## config.mk

```make
export PLATFORM = sky130hd
export DESIGN_NAME = shiftAlu
export DESIGN_NICKNAME = d
export VERILOG_FILES = /design/src/rtl/aluPkg.sv /design/src/rtl/aluControl.sv /design/src/rtl/aluSlice.sv /design/src/rtl/aluDatapath.sv /design/src/rtl/shiftAlu.sv
export SDC_FILE = /design/constraint.sdc
export NUM_CORES = 1
export LEC_CHECK = 0
export ABC_CLOCK_PERIOD_IN_PS = 13200
export BUFFER_PORTS_ARGS = -buffer_cell sky130_fd_sc_hd__buf_4
export CAP_MARGIN = 20
export CORE_MARGIN = 4
export CORE_UTILIZATION = 50
export DETAILED_ROUTE_END_ITERATION = 12
export PLACE_DENSITY = 0.77
export SLEW_MARGIN = 10
export SYNTH_ARGS = -nofsm -noshare
export SYNTH_HDL_FRONTEND = slang
export SYNTH_HIERARCHICAL = 1
export SYNTH_SLANG_ARGS = --single-unit
```

## constraint.sdc

```tcl
create_clock -name vclk -period 13.2
set_clock_uncertainty 0.05 [all_clocks]
set_input_delay 0.66 -clock vclk [all_inputs]
set_output_delay 0.66 -clock vclk [all_outputs]
set_load 0.05 [all_outputs]
```

## src/rtl/aluPkg.sv

```systemverilog
package aluPkg;

  typedef enum logic [3:0] {
    OP_ADD  = 4'b0000,
    OP_SUB  = 4'b0001,
    OP_INCR = 4'b0010,
    OP_INV  = 4'b0011,
    OP_XOR  = 4'b0100,
    OP_OR   = 4'b0101,
    OP_AND  = 4'b0110,
    OP_SRA  = 4'b1000,
    OP_SRL  = 4'b1001,
    OP_SLA  = 4'b1010,
    OP_SLL  = 4'b1011
  } aluOp_e;

  localparam int unsigned OP_BITS = 4;

  // strobes from control to datapath; select fields are one-hot or all zero
  typedef struct packed {
    logic sumEn;
    logic invEn;
    logic xorEn;
    logic orEn;
    logic andEn;
    logic shrEn;
    logic shlEn;
    logic bInvert;
    logic bZero;
    logic carryIn;
    logic arithFill;
  } aluCtrl_t;

endpackage

```

## src/rtl/aluControl.sv

```systemverilog
module aluControl
  import aluPkg::*;
(
  input  logic [OP_BITS-1:0] aluop,
  output aluCtrl_t           ctrl
);

  always_comb begin
    ctrl = '0;
    case (aluop)
      OP_ADD:  ctrl.sumEn = 1'b1;
      OP_SUB: begin
        ctrl.sumEn   = 1'b1;
        ctrl.bInvert = 1'b1;
        ctrl.carryIn = 1'b1;
      end
      OP_INCR: begin
        ctrl.sumEn   = 1'b1;
        ctrl.bZero   = 1'b1;
        ctrl.carryIn = 1'b1;
      end
      OP_INV:  ctrl.invEn = 1'b1;
      OP_XOR:  ctrl.xorEn = 1'b1;
      OP_OR:   ctrl.orEn  = 1'b1;
      OP_AND:  ctrl.andEn = 1'b1;
      OP_SRA: begin
        ctrl.shrEn     = 1'b1;
        ctrl.arithFill = 1'b1;
      end
      OP_SRL:  ctrl.shrEn = 1'b1;
      OP_SLA,
      OP_SLL:  ctrl.shlEn = 1'b1;
      default: ctrl = '0;
    endcase
  end

  // at most one result select active; none for unused codes
  always_comb begin
    assert_sel_onehot_R9: assert ($onehot0({ctrl.sumEn, ctrl.invEn, ctrl.xorEn,
                                            ctrl.orEn, ctrl.andEn, ctrl.shrEn,
                                            ctrl.shlEn}))
      else $error("result select not one-hot");
  end

endmodule

```

## src/rtl/aluSlice.sv

```systemverilog
module aluSlice
  import aluPkg::*;
(
  input  aluCtrl_t ctrl,
  input  logic     a,
  input  logic     b,
  input  logic     cin,
  input  logic     fromUpper,
  input  logic     fromLower,
  output logic     res,
  output logic     cout
);

  logic bEff;
  logic sumBit;

  always_comb begin
    bEff   = ~ctrl.bZero & (b ^ ctrl.bInvert);
    sumBit = a ^ bEff ^ cin;
    cout   = (a & bEff) | (cin & (a ^ bEff));
    res    = (ctrl.sumEn & sumBit)
           | (ctrl.invEn & ~a)
           | (ctrl.xorEn & (a ^ b))
           | (ctrl.orEn  & (a | b))
           | (ctrl.andEn & (a & b))
           | (ctrl.shrEn & fromUpper)
           | (ctrl.shlEn & fromLower);
  end

endmodule

```

## src/rtl/aluDatapath.sv

```systemverilog
module aluDatapath
  import aluPkg::*;
#(
  parameter int unsigned W = 16
) (
  input  aluCtrl_t       ctrl,
  input  logic [W-1:0]   opA,
  input  logic [W-1:0]   opB,
  output logic [W-1:0]   result
);

  localparam int unsigned MSB = W - 1;

  logic [W:0]   carry;
  logic [W+1:0] nbr;   // nbr[k+1] is opA[k]; the two ends carry the fills
  logic         msbFill;
  logic         lsbFill;

  // end-bit logic, kept out of the slice array
  always_comb begin
    msbFill  = ctrl.arithFill & opA[MSB];
    lsbFill  = 1'b0;
    carry[0] = ctrl.carryIn;
    nbr      = {msbFill, opA, lsbFill};
  end

  for (genvar i = 0; i < W; i++) begin : g_slice
    aluSlice u_slice (
      .ctrl      (ctrl),
      .a         (opA[i]),
      .b         (opB[i]),
      .cin       (carry[i]),
      .fromUpper (nbr[i+2]),
      .fromLower (nbr[i]),
      .res       (result[i]),
      .cout      (carry[i+1])
    );
  end

  // carry-out of the top slice is dropped on purpose (no flags)
  logic unusedCarry;
  assign unusedCarry = carry[W];

endmodule

```

## src/rtl/shiftAlu.sv

```systemverilog
module shiftAlu
  import aluPkg::*;
#(
  parameter int unsigned W = 16
) (
  input  logic [W-1:0]       input1,
  input  logic [W-1:0]       input2,
  input  logic [OP_BITS-1:0] aluop,
  output logic [W-1:0]       out
);

  aluCtrl_t ctrl;

  aluControl u_ctrl (
    .aluop (aluop),
    .ctrl  (ctrl)
  );

  aluDatapath #(.W(W)) u_dp (
    .ctrl   (ctrl),
    .opA    (input1),
    .opB    (input2),
    .result (out)
  );

  always_comb begin
    if (aluop == OP_SRA)
      assert_sra_msb_R6: assert (out[W-1] == input1[W-1])
        else $error("SRA msb not kept");
    if (aluop == OP_SRL)
      assert_srl_msb_R7: assert (out[W-1] == 1'b0)
        else $error("SRL msb not zero");
    if (aluop == OP_SLA || aluop == OP_SLL)
      assert_shl_lsb_R8: assert (out[0] == 1'b0)
        else $error("left shift lsb not zero");
    if (aluop == OP_INV)
      assert_inv_R4: assert (out == ~input1)
        else $error("INV result wrong");
    if (aluop == 4'b0111 || aluop[3:2] == 2'b11)
      assert_unused_zero_R9: assert (out == '0)
        else $error("unused code gave nonzero");
  end

endmodule

```

==> results.cfg <==
[finish]
final_common_cell = inv_1
num-clock-buffers = 0
finalCoreUtilization = 0.665
nFlopsAndLatches = 0
ff_latch_area_um2 = 0
layout_common_cells = inv_1, buf_4, a22oi_1, ha_1, nand2b_1
drive_above_1_share = 0.197
final_nets = 405
antenna_cells = 0
fill_cells = 346
fin_cells = 367
area_delta_synth_final_pct = 27.9

[route]
drt-initial-drc-count = 209
via_per_inst = 5.41
drc = 0
ant_nets = 0
routedWlPerCell_um = 13.8
firstDrtPassIters = 8
routed_wl_um = 5060
vias = 1985

[clock_network]
cts_resized = 0
cts-hold-fix-buffers = 0
postCtsSetupBuffers = 0

[setup_path]
critPathRequiredTime_ps = 12490
crit_buf_inv = 33
crit_slowest_cell = fa_1
cpMostUsedCell = inv_1
cpLargestDelayFamily = adder cells
endpoint_kind = primary output
critPathArrivalTime_ps = 9750
critPathKind = input port to primary output
cpPeakStageDelay_ps = 500
worstPathMaxFanout = 8
startpoint_type = input port

[floorplan]
die_h_um = 69.7
die-area_um2 = 4860
pin_count = 52
rows = 22
die_x_um = 69.7
design.core.area_um2 = 3660
start_util = 0.520

[power]
power_density_nw_per_um2 = 44.6
ir_drop_mv = 0.0234
power_leakage_nw = 1.46
finalPower_w = 0.000109

[synthesis]
yosysWarnings = 6
synth_fp_nets = 342
synth.avg_cell_area_um2 = 7.38
syn_inst = 258
syn_area_um2 = 1900

[sta]
grt_setup_unrepaired = no
finalCriticalPeriod_ps = 10460
setup_slack_ps = 2740
max_freq_mhz = 95.6
relSlewSlack = 0.291
setup_violations = 0
drv_slew = 0
fin_crit_sh = 0.792
tns_ps = 0
worst_pin_slew_ps = 1060
hold_viol = 0

[placed_design]
dp.cells = 366
place.gp.congestion = 0.769
place_ws_ps = 2710
place_hpwl_um = 4030
port_buffers = 52

[global_routing]
grt_max_degree = 17
grt_pass1_vias = 1922
antenna_found_initial = 0
grt_pass1_wl_um = 8670
grt_usage = 0.206
overflow = 0

[run]
max_cap_viol_count = 0

[run_status]
run_status = finished clean

[worst_hold_path]
hold_class = input port to primary output
==> worst min-delay path: stages <==
cell	delay (ps)
buf_4	100
a222oi_1	60
nand3_1	70
buf_4	190
==> per-stage QoR <==
step,hold slack [ps],area (um^2)
finish,1690,2430
global route,1720,2430
CTS,1700,2420
detailed placement,1700,2420
global placement,1700,2410
floorplan,1680,1900
==> report_power, final <==
part	switching (W)	leakage, nW	internal, W
Combinational	0.0000681	1.46	0.0000405
Sequential	0	0	0
Clock	0	0	0
Total	0.0000681	1.46	0.0000405
==> final cells by class <==
type,count,area (um^2),area share
inverter,96,360,0.148
timing repair buffer,61,465,0.191
multi-input combinational,162,1550,0.636
tap,48,60.1,0.0247
==> final timing paths <==
check	startpoint	end	cells after the start
setup / recovery	aluop[1]	out[15]	55
hold / removal	input1[12]	out[13]	4
==> per-layer routing <==
layer	routed length, um	vias up	GRT usage
met1	2130	953	0.263
met5	0	-	0
met2	2610	57	0.396
li1	-	972	-
met3	284	3	0.00725
met4	36	0	0.0191
No activity file was read; power rests on OpenSTA's default activity.
